===== config.mk =====
export PLATFORM = sky130hd
export DESIGN_NAME = access_fault_capture
export DESIGN_NICKNAME = d
export VERILOG_FILES = /design/src/rtl/afc_pkg.sv /design/src/rtl/afc_classify.sv /design/src/rtl/afc_encode.sv /design/src/rtl/afc_capture.sv /design/src/rtl/access_fault_capture.sv
export SDC_FILE = /design/constraint.sdc
export NUM_CORES = 1
export LEC_CHECK = 0
export BUFFER_PORTS_ARGS = -buffer_cell sky130_fd_sc_hd__buf_4
export CAP_MARGIN = 20
export CORE_ASPECT_RATIO = 1.25
export CORE_MARGIN = 2
export CORE_UTILIZATION = 44
export CTS_CLUSTER_SIZE = 40
export DETAILED_ROUTE_END_ITERATION = 12
export GPL_TIMING_DRIVEN = 1
export HOLD_SLACK_MARGIN = 0.06
export PLACE_DENSITY = 0.88
export SYNTH_ARGS = -nofsm -noshare
export SYNTH_HDL_FRONTEND = slang
export SYNTH_SLANG_ARGS = --single-unit

===== constraint.sdc =====
create_clock -name clk -period 1.73 [get_ports clk]
set_input_delay 0.173 -clock clk [delete_from_list [all_inputs] [get_ports clk]]
set_output_delay 0.173 -clock clk [all_outputs]
set_load 0.02 [all_outputs]

===== src/rtl/afc_pkg.sv =====
`timescale 1ns/1ps
package afc_pkg;
  typedef enum logic [1:0] {
    FK_NONE = 2'd0,
    FK_PAGE = 2'd1,
    FK_PRIV = 2'd2,
    FK_KERN = 2'd3
  } fault_kind_t;

  typedef enum logic [1:0] {
    SZ_BYTE = 2'd0,
    SZ_WORD = 2'd1,
    SZ_LONG = 2'd2,
    SZ_RSVD = 2'd3
  } acc_size_t;
endpackage


===== src/rtl/afc_classify.sv =====
`timescale 1ns/1ps
module afc_classify
  import afc_pkg::*;
#(
  parameter int ADDR_W  = 24,
  parameter int IO_BASE = 24'h400000,
  parameter int KSEL_HI = 22,
  parameter int KSEL_LO = 19
) (
  input  logic [ADDR_W-1:0] addr_i,
  input  logic              write_i,
  input  logic              super_i,
  input  logic [1:0]        page_state_i,
  input  logic              page_we_i,
  output fault_kind_t       kind_o
);
  logic below_io;

  always_comb begin
    below_io = (addr_i < ADDR_W'(IO_BASE));
    kind_o   = FK_NONE;
    if (below_io && (page_state_i == 2'd0)) begin
      kind_o = FK_PAGE;
    end else if (!super_i) begin
      if (!below_io)                              kind_o = FK_PRIV;
      else if (addr_i[KSEL_HI:KSEL_LO] == '0)     kind_o = FK_KERN;
      else if (write_i && !page_we_i)             kind_o = FK_KERN;
    end
  end
endmodule


===== src/rtl/afc_encode.sv =====
`timescale 1ns/1ps
module afc_encode
  import afc_pkg::*;
#(
  parameter int ADDR_W = 24,
  parameter int STAT_W = 16
) (
  input  fault_kind_t        kind_i,
  input  logic               dma_i,
  input  logic               write_i,
  input  logic               pie_i,
  input  acc_size_t          size_i,
  input  logic [ADDR_W-1:0]  addr_i,
  output logic [STAT_W-1:0]  gstat_o,
  output logic [STAT_W-1:0]  bstat0_o,
  output logic [STAT_W-1:0]  bstat1_o
);
  localparam int HI_W = ADDR_W - STAT_W;

  logic [STAT_W-1:0] kind_base;
  logic [STAT_W-1:0] lane_base;

  always_comb begin
    unique case (kind_i)
      FK_PAGE: kind_base = 16'h8BFF;
      FK_PRIV: kind_base = 16'h9AFF;
      FK_KERN: kind_base = 16'h9BFF;
      default: kind_base = 16'hFFFF;
    endcase
    gstat_o = kind_base
            | (write_i ? 16'h0000 : 16'h4000)
            | (dma_i   ? 16'h2000 : 16'h0000)
            | (pie_i   ? 16'h0400 : 16'h0000);

    if (dma_i)                  lane_base = 16'h3C00;
    else if (size_i != SZ_BYTE) lane_base = 16'h7C00;
    else if (addr_i[0])         lane_base = 16'h7E00;
    else                        lane_base = 16'h7D00;
    bstat0_o = lane_base | STAT_W'(addr_i[ADDR_W-1:STAT_W]);
    bstat1_o = addr_i[STAT_W-1:0];
  end

  if (HI_W > 8) begin : g_wide_hi
    initial $display("afc_encode: upper address field wider than status byte");
  end
endmodule


===== src/rtl/afc_capture.sv =====
`timescale 1ns/1ps
module afc_capture #(
  parameter int STAT_W = 16
) (
  input  logic              clk,
  input  logic              rst_n,
  input  logic              cap_i,
  input  logic              clr_i,
  input  logic              dma_i,
  input  logic              err_en_i,
  input  logic [STAT_W-1:0] gstat_d,
  input  logic [STAT_W-1:0] bstat0_d,
  input  logic [STAT_W-1:0] bstat1_d,
  output logic              cpu_berr_o,
  output logic              dma_nmi_o,
  output logic [STAT_W-1:0] gstat_o,
  output logic [STAT_W-1:0] bstat0_o,
  output logic [STAT_W-1:0] bstat1_o
);
  localparam logic [STAT_W-1:0] ALL_ONES = '1;

  always_ff @(posedge clk) begin
    if (!rst_n) begin
      gstat_o    <= ALL_ONES;
      bstat0_o   <= ALL_ONES;
      bstat1_o   <= ALL_ONES;
      cpu_berr_o <= 1'b0;
      dma_nmi_o  <= 1'b0;
    end else begin
      cpu_berr_o <= cap_i && err_en_i && !dma_i;
      dma_nmi_o  <= cap_i && err_en_i &&  dma_i;
      if (cap_i) begin
        gstat_o  <= gstat_d;
        bstat0_o <= bstat0_d;
        bstat1_o <= bstat1_d;
      end else if (clr_i) begin
        gstat_o  <= ALL_ONES;
        bstat0_o <= ALL_ONES;
        bstat1_o <= ALL_ONES;
      end
    end
  end


  berr_needs_ee_chk: assert property (@(posedge clk) disable iff (!rst_n)
    (cpu_berr_o || dma_nmi_o) |-> $past(err_en_i && cap_i));


  one_master_chk: assert property (@(posedge clk) disable iff (!rst_n)
    !(cpu_berr_o && dma_nmi_o));


  clear_sets_ones_chk: assert property (@(posedge clk) disable iff (!rst_n)
    $past(clr_i && !cap_i) |-> (gstat_o == ALL_ONES && bstat0_o == ALL_ONES && bstat1_o == ALL_ONES));


  idle_hold_chk: assert property (@(posedge clk) disable iff (!rst_n)
    $past(!cap_i && !clr_i) |-> ($stable(gstat_o) && $stable(bstat0_o) && $stable(bstat1_o)));
endmodule


===== src/rtl/access_fault_capture.sv =====
`timescale 1ns/1ps
module access_fault_capture
  import afc_pkg::*;
#(
  parameter int ADDR_W  = 24,
  parameter int STAT_W  = 16,
  parameter int IO_BASE = 24'h400000,
  parameter int KSEL_HI = 22,
  parameter int KSEL_LO = 19
) (
  input  logic              clk,
  input  logic              rst_n,
  input  logic              acc_valid_i,
  input  logic              acc_dma_i,
  input  logic              acc_write_i,
  input  logic              acc_super_i,
  input  logic [1:0]        acc_size_i,
  input  logic [ADDR_W-1:0] acc_addr_i,
  input  logic [1:0]        page_state_i,
  input  logic              page_we_i,
  input  logic              err_en_i,
  input  logic              pie_i,
  input  logic              clr_stat_i,
  output logic              acc_ok_o,
  output logic              cpu_berr_o,
  output logic              dma_nmi_o,
  output logic [STAT_W-1:0] gstat_o,
  output logic [STAT_W-1:0] bstat0_o,
  output logic [STAT_W-1:0] bstat1_o
);
  fault_kind_t       kind;
  logic              cap;
  logic [STAT_W-1:0] gstat_d, bstat0_d, bstat1_d;

  afc_classify #(
    .ADDR_W(ADDR_W), .IO_BASE(IO_BASE), .KSEL_HI(KSEL_HI), .KSEL_LO(KSEL_LO)
  ) u_classify (
    .addr_i(acc_addr_i), .write_i(acc_write_i), .super_i(acc_super_i),
    .page_state_i(page_state_i), .page_we_i(page_we_i), .kind_o(kind)
  );

  afc_encode #(.ADDR_W(ADDR_W), .STAT_W(STAT_W)) u_encode (
    .kind_i(kind), .dma_i(acc_dma_i), .write_i(acc_write_i), .pie_i(pie_i),
    .size_i(acc_size_t'(acc_size_i)), .addr_i(acc_addr_i),
    .gstat_o(gstat_d), .bstat0_o(bstat0_d), .bstat1_o(bstat1_d)
  );

  assign cap      = acc_valid_i && (kind != FK_NONE);
  assign acc_ok_o = acc_valid_i && (kind == FK_NONE);

  afc_capture #(.STAT_W(STAT_W)) u_capture (
    .clk(clk), .rst_n(rst_n), .cap_i(cap), .clr_i(clr_stat_i),
    .dma_i(acc_dma_i), .err_en_i(err_en_i),
    .gstat_d(gstat_d), .bstat0_d(bstat0_d), .bstat1_d(bstat1_d),
    .cpu_berr_o(cpu_berr_o), .dma_nmi_o(dma_nmi_o),
    .gstat_o(gstat_o), .bstat0_o(bstat0_o), .bstat1_o(bstat1_o)
  );


  super_allowed_chk: assert property (@(posedge clk) disable iff (!rst_n)
    (acc_valid_i && acc_super_i && (acc_addr_i >= ADDR_W'(IO_BASE) || page_state_i != 2'd0)) |-> acc_ok_o);


  page_fault_blocks_chk: assert property (@(posedge clk) disable iff (!rst_n)
    (acc_valid_i && acc_addr_i < ADDR_W'(IO_BASE) && page_state_i == 2'd0) |-> !acc_ok_o);


  low_addr_capture_chk: assert property (@(posedge clk) disable iff (!rst_n)
    $past(acc_valid_i && !acc_ok_o) |-> (bstat1_o == $past(acc_addr_i[STAT_W-1:0])));
endmodule


==> impl_metrics.csv, run 1 <==
group,metric,value,unit
run_status,status,"complete, but fails checks",
run_status,violations,"DRC",
sta,hold_viol_final,0,
logic_synthesis,synth-seq-cells,35,
global_route,grt_antenna_before_repair,0,
logic_synthesis,netlist-cell-type-count,28,
logic_synthesis,synth_top_area_cell,"dfxtp_1",
logic_synthesis,synth-edff-count,0,
global_route,gr-usage-all-layers,17.2,%
floorplan,num_rows,24,
layout,final_layout_size_suffix_gt1_share,35.5,%
logic_synthesis,synth_top_area_share,42.2,%
clock_network,ctsResizeCount,0,
sta,fin_ws,0.438,ns
sta,setup_violations,0,
global_route,grt_pass1_wl,5620,µm
layout,multi_input_area,805,µm²
routing,ant_nets,0,
floorplan,die_y,72.7,µm
routing,drtIter0Drc,34,
sta,post-route-period-util,74.7,%
floorplan,fp.dieW,59.0,µm
logic_synthesis,ys.flop_type,"dfxtp_1",
logic_synthesis,postSynth.asyncResetShare,0,%
layout,nets,284,
flow_run,cap_viol_max_count,0,
clock_network,cts_setup_buffers,0,
sta,final.setup.tns,0,ns
setup_path,crit_arrival,1.12,ns
setup_path,start_kind,"primary input",
floorplan,dieArea,4290,µm²
sta,rsz0062_at_grt,"no",
placed_design,dpl_worst_slack,0.192,ns
min_path,hold_path.class,"in2reg",
logic_synthesis,syn-cell-area,1660,µm²
logic_synthesis,synthTopCellsByCount,"dfxtp_1, nor2_1, mux2i_1",
pwr,leakagePower,0.977,nW
routing,vias,1343,
floorplan,initial_utilization,46.9,%
placed_design,finalWeightedCongestion,0.748,
layout,diodes,0,
global_route,grt_overflow,0,
clock_network,cts-root-buf,"clkbuf_8",
setup_path,end_kind,"output pin",
layout,fill_cells,322,
routing,drt-total-wl,3530,µm
logic_synthesis,synth_area_leaders,"dfxtp_1, mux2i_1, nor2b_1",
layout,syn_to_final_growth,35.3,%
clock_network,cts-htree-levels,2,
global_route,grt_start_max_net_pins,36,
routing,drt-wirelength-per-cell,12.4,µm
clock_network,cts.reportedPaths.clkPinSlew,0.06,ns
sta,fin_skew,0,ns
clock_network,cts_buffers,5,
clock_network,cts_tree,"yes",
logic_synthesis,yosysWarnings,0,
logic_synthesis,netlist_instances,171,
logic_synthesis,yosysSeqAreaShare,42.2,%
setup_path,worstRegToRegCells,2,
logic_synthesis,synth.avg_cell_area,9.72,µm²
clock_network,clk_path_buf_depth,2,
sta,period_needed,1.29,ns
min_path,hold_depth,3,
clock_network,postCtsHoldBufs,0,
logic_synthesis,yosysMostFrequentCell,"dfxtp_1",
floorplan,ios,89,
routing,dr.pass1.iters,8,
sta,max_freq,774,MHz
pwr,peakVddDrop,0.000483,V
setup_path,cp_max_fo,6,
clock_network,clock_latency,0.28,ns
setup_path,path_class,"in2out",
setup_path,required,1.56,ns
placed_design,portBuffers,73,
sta,slew_violations,0,
floorplan,coreArea,3540,µm²
global_route,grt_pass1_vias,1258,
pwr,power.density,770,nW/µm²
routing,drc,5,
layout,register_area,701,µm²
clock_network,cts_sinks,35,
routing,viasPerCell,4.73,
placed_design,dpl.hpwl,2700,µm
## worst paths after layout
check,start,end,slack (ns)
worst max-delay path,acc_addr_i[22],acc_ok_o,0.44
worst min-delay path,acc_addr_i[10],u_capture.bstat1_o[10],0.15
worst max register to register,u_capture.gstat_o[12],u_capture.gstat_o[12],0.96
worst min register to register,u_capture.gstat_o[12],u_capture.gstat_o[12],0.50
## critical path: stages
cell and delay (ns):
buf_4 0.14, nor4_1 0.41, and3b_1 0.24, buf_4 0.16
## where the power goes
group | switching, mW | total (mW) | internal, mW
combinational | 0.179 | 0.349 | 0.170
sequential | 0.0177 | 0.858 | 0.840
clock | 0.257 | 0.525 | 0.268
total | 0.454 | 1.73 | 1.28
## logic make-up after synthesis
logic type	synth area share [%]
muxes	18.1
DFF	42.2
buffers and inverters	12.7
and+or+nand+nor	22.4
other	0.226
AOI/OAI and AO/OA	4.52
## per-stage QoR
stage	area, µm²	util [%]	hold slack [ns]	power [mW]	std cells
2_1_floorplan	1710	-	0.303	1.11	185
3_3_place_gp	2180	61.4	0.427	1.22	278
3_5_place_dp	2180	61.4	0.436	1.23	278
4_1_cts	2250	63.5	0.136	1.76	284
5_1_grt	2250	63.5	0.145	1.82	284
6_report	2250	63.5	0.146	1.73	284
## layer usage
metal / track usage (%) / wire (µm)
met2: 28.6 / 1730
met4: 5.30 / 36
met5: 0 / 0
met1: 20.5 / 1430
met3: 6.03 / 339
## cell type report
cell class	count	share of cell area, %
Timing Repair Buffer	79	27.5
Sequential cell	35	31.2
Multi-Input combinational cell	124	35.8
Tap cell	39	2.17
Clock buffer	6	3.23
Inverter	1	0.167
## flip-flops by register name (all words and copies together) (netlist names)
register,cells
u_capture.gstat_o,5
u_capture.cpu_berr_o,1
u_capture.bstat0_o,12
u_capture.dma_nmi_o,1
u_capture.bstat1_o,16
## layout by cell type (no fill, tap or decap)
master / netlist / layout
buf_4: 15 / 77
dfxtp_1: 35 / 35
nor2_1: 31 / 31
mux2i_1: 30 / 30
nor2b_1: 27 / 27
conb_1: 1 / 15
clkbuf_8: 0 / 5
o41a_1: 2 / 2
and2_1: 2 / 2
nand2_1: 2 / 2
buf_12: 3 / 2
nor4_1: 1 / 1
nor4_2: 1 / 1
inv_1: 1 / 1
o41ai_1: 1 / 1
and3b_1: 1 / 1
a21o_2: 0 / 1
o21ai_1: 1 / 1
nand2b_1: 1 / 1
nor3_1: 1 / 1
a21boi_0: 1 / 1
and2b_2: 1 / 1
o31ai_1: 1 / 1
o211ai_1: 1 / 1
o31a_1: 1 / 1
and4_1: 1 / 1
and4b_1: 1 / 1
clkbuf_1: 6 / 1
Note: power is estimated with default switching activity, not from simulation.
==> run 2, diff against run 1 <==
- clock period: 1.73 -> 1.35 ns (I/O delays scaled with it)
==> run 2 against run 1 <==
Net effect:
- the flow still finishes with violations (DRC)
- worst setup slack worse by 0.32 ns
- critical endpoint unchanged
- flip-flop and latch count unchanged
- clock power up 83%
- clock-buffer cell count unchanged
- largest power group unchanged
- via count up 4.7%
- non-clock buffer count up 6
- first-iteration DRC count up 38%
- die area unchanged
- critical path depth up 1
==> impl_metrics.csv, run 2 (same netlist as run 1, synthesis figures left out) <==
group,metric,value,unit
global_route,grt_start_max_net_pins,24,
sta,period_needed,1.23,ns
global_route,gr-usage-all-layers,18.7,%
floorplan,fp.dieW,59.0,µm
layout,utilization,65.3,%
sta,rsz0062_at_grt,"no",
clock_network,postCtsHoldBufs,0,
floorplan,coreArea,3540,µm²
routing,ant_nets,0,
layout,diodes,0,
layout,largestRegisters,"u_capture.bstat1_o (16), u_capture.bstat0_o (12), u_capture.gstat_o (5)",
clock_network,cts_tree,"yes",
run_status,violations,"DRC",
floorplan,num_rows,24,
min_path,min_to,"u_capture.gstat_o[12]",
setup_path,path_class,"in2out",
routing,vias,1406,
pwr,power,2.51,mW
clock_network,cts_sinks,35,
clock_network,cts.reportedPaths.clkPinSlew,0.07,ns
routing,drt-wirelength-per-cell,12.8,µm
min_path,hp-start,"clr_stat_i",
floorplan,dieArea,4290,µm²
setup_path,worstRegToRegCells,2,
min_path,hold_path.class,"in2reg",
flow_run,cap_viol_max_count,0,
layout,top_register,"u_capture.bstat1_o",
setup_path,end_kind,"output pin",
clock_network,cts-root-buf,"clkbuf_8",
clock_network,ctsResizeCount,0,
setup_path,required,1.22,ns
clock_network,cts-htree-levels,2,
sta,fin_skew,0,ns
setup_path,r2r_setup_slack,0.60,ns
floorplan,die_y,72.7,µm
placed_design,dpl.hpwl,2920,µm
layout,largest_register_ff_count,16,
floorplan,initial_utilization,46.9,%
global_route,grt_pass1_wl,6170,µm
routing,dr.pass1.iters,8,
sta,hold_viol_final,0,
global_route,grt_pass1_vias,1390,
floorplan,ios,89,
routing,drc,5,
pwr,power.density,1090,nW/µm²
clock_network,cts_setup_buffers,0,
min_path,hold_depth,3,
clock_network,clock_latency,0.28,ns
layout,final_layout_size_suffix_gt1_share,37.9,%
layout,fill_cells,328,
placed_design,portBuffers,73,
pwr,peakVddDrop,0.000708,V
placed_design,finalWeightedCongestion,0.790,
setup_path,timing.rr.start,"u_capture.gstat_o[12]",
clock_network,cts_buffers,5,
routing,viasPerCell,4.82,
pwr,leakagePower,1.02,nW
routing,drtIter0Drc,47,
sta,setup_violations,0,
run_status,status,"complete, but fails checks",
clock_network,clk_path_buf_depth,2,
layout,layout_commonest_cell,"buf_4",
setup_path,crit_arrival,1.10,ns
layout,syn_to_final_growth,39.2,%
layout,nets,290,
routing,drt-total-wl,3730,µm
layout,layout_common_cells,"buf_4, dfxtp_1, nor2_1, mux2i_1, nor2b_1",
sta,slew_violations,0,
global_route,grt_overflow,0,
sta,max_freq,812,MHz
setup_path,start_kind,"primary input",
sta,post-route-period-util,91.2,%
setup_path,cp_max_fo,4,
global_route,grt_antenna_before_repair,0,
setup_path,rr_endpoint,"u_capture.gstat_o[12]",
## run 2: cell count changes in the layout (fill, tap and decap cells not counted), sizes merged
cell,delta
clkinv,+1
bufinv,+1
buf,+6
## run 2: worst max-delay path by stage
stage                                   to      startpoint  depth (start not counted)  slack (ns)
detailed placement  u_capture.bstat1_o[15]  acc_addr_i[19]                          6       -0.11
finish                            acc_ok_o  acc_addr_i[23]                          5        0.12
CTS                               acc_ok_o  acc_addr_i[23]                          5        0.11
global placement      u_capture.cpu_berr_o     acc_write_i                          6       -0.09
global route         u_capture.bstat1_o[9]  acc_addr_i[19]                          6        0.07
floorplan             u_capture.gstat_o[8]     acc_write_i                          5        0.10
## run 2: worst max-delay path: stages
cell     delay, ns
buf_4         0.13
buf_4         0.13
o41ai_1       0.35
and3b_1       0.21
buf_4         0.14
## run 2: metal layers
metal / GRT usage (%) / vias to the layer above / wire, µm
met1: 21.2 / 641 / 1490
li1: - / 700 / -
met4: 5.30 / 0 / 31
met2: 33.1 / 61 / 1880
met3: 5.85 / 4 / 331
met5: 0 / - / 0
## run 2: per-stage QoR
stage | TNS (ns) | area (µm²) | hold slack (ns) | cells | setup slack, ns
after detailed placement | -2.54 | 2200 | 0.381 | 284 | -0.114
after CTS | 0 | 2310 | 0.0865 | 292 | 0.113
after global placement | -0.589 | 2200 | 0.380 | 284 | -0.0885
after floorplan | 0 | 1710 | 0.265 | 185 | 0.104
after global routing | 0 | 2310 | 0.108 | 292 | 0.0726
final | 0 | 2310 | 0.0954 | 292 | 0.119
## run 2: layout make-up
cell class | count | area (µm²) | share of cell area [%]
multi-input cells | 124 | 805 | 34.8
flip-flops and latches | 35 | 701 | 30.3
repair buffers | 85 | 638 | 27.6
clock inverters | 2 | 35.0 | 1.51
well taps | 39 | 48.8 | 2.11
clock buffers | 6 | 82.6 | 3.57
inverters | 1 | 3.75 | 0.162
## run 2: report_power, final
part | leakage (nW) | internal [mW] | switching (mW)
sequential | 0.287 | 1.08 | 0.0232
combinational | 0.674 | 0.219 | 0.232
clock | 0.0612 | 0.597 | 0.363
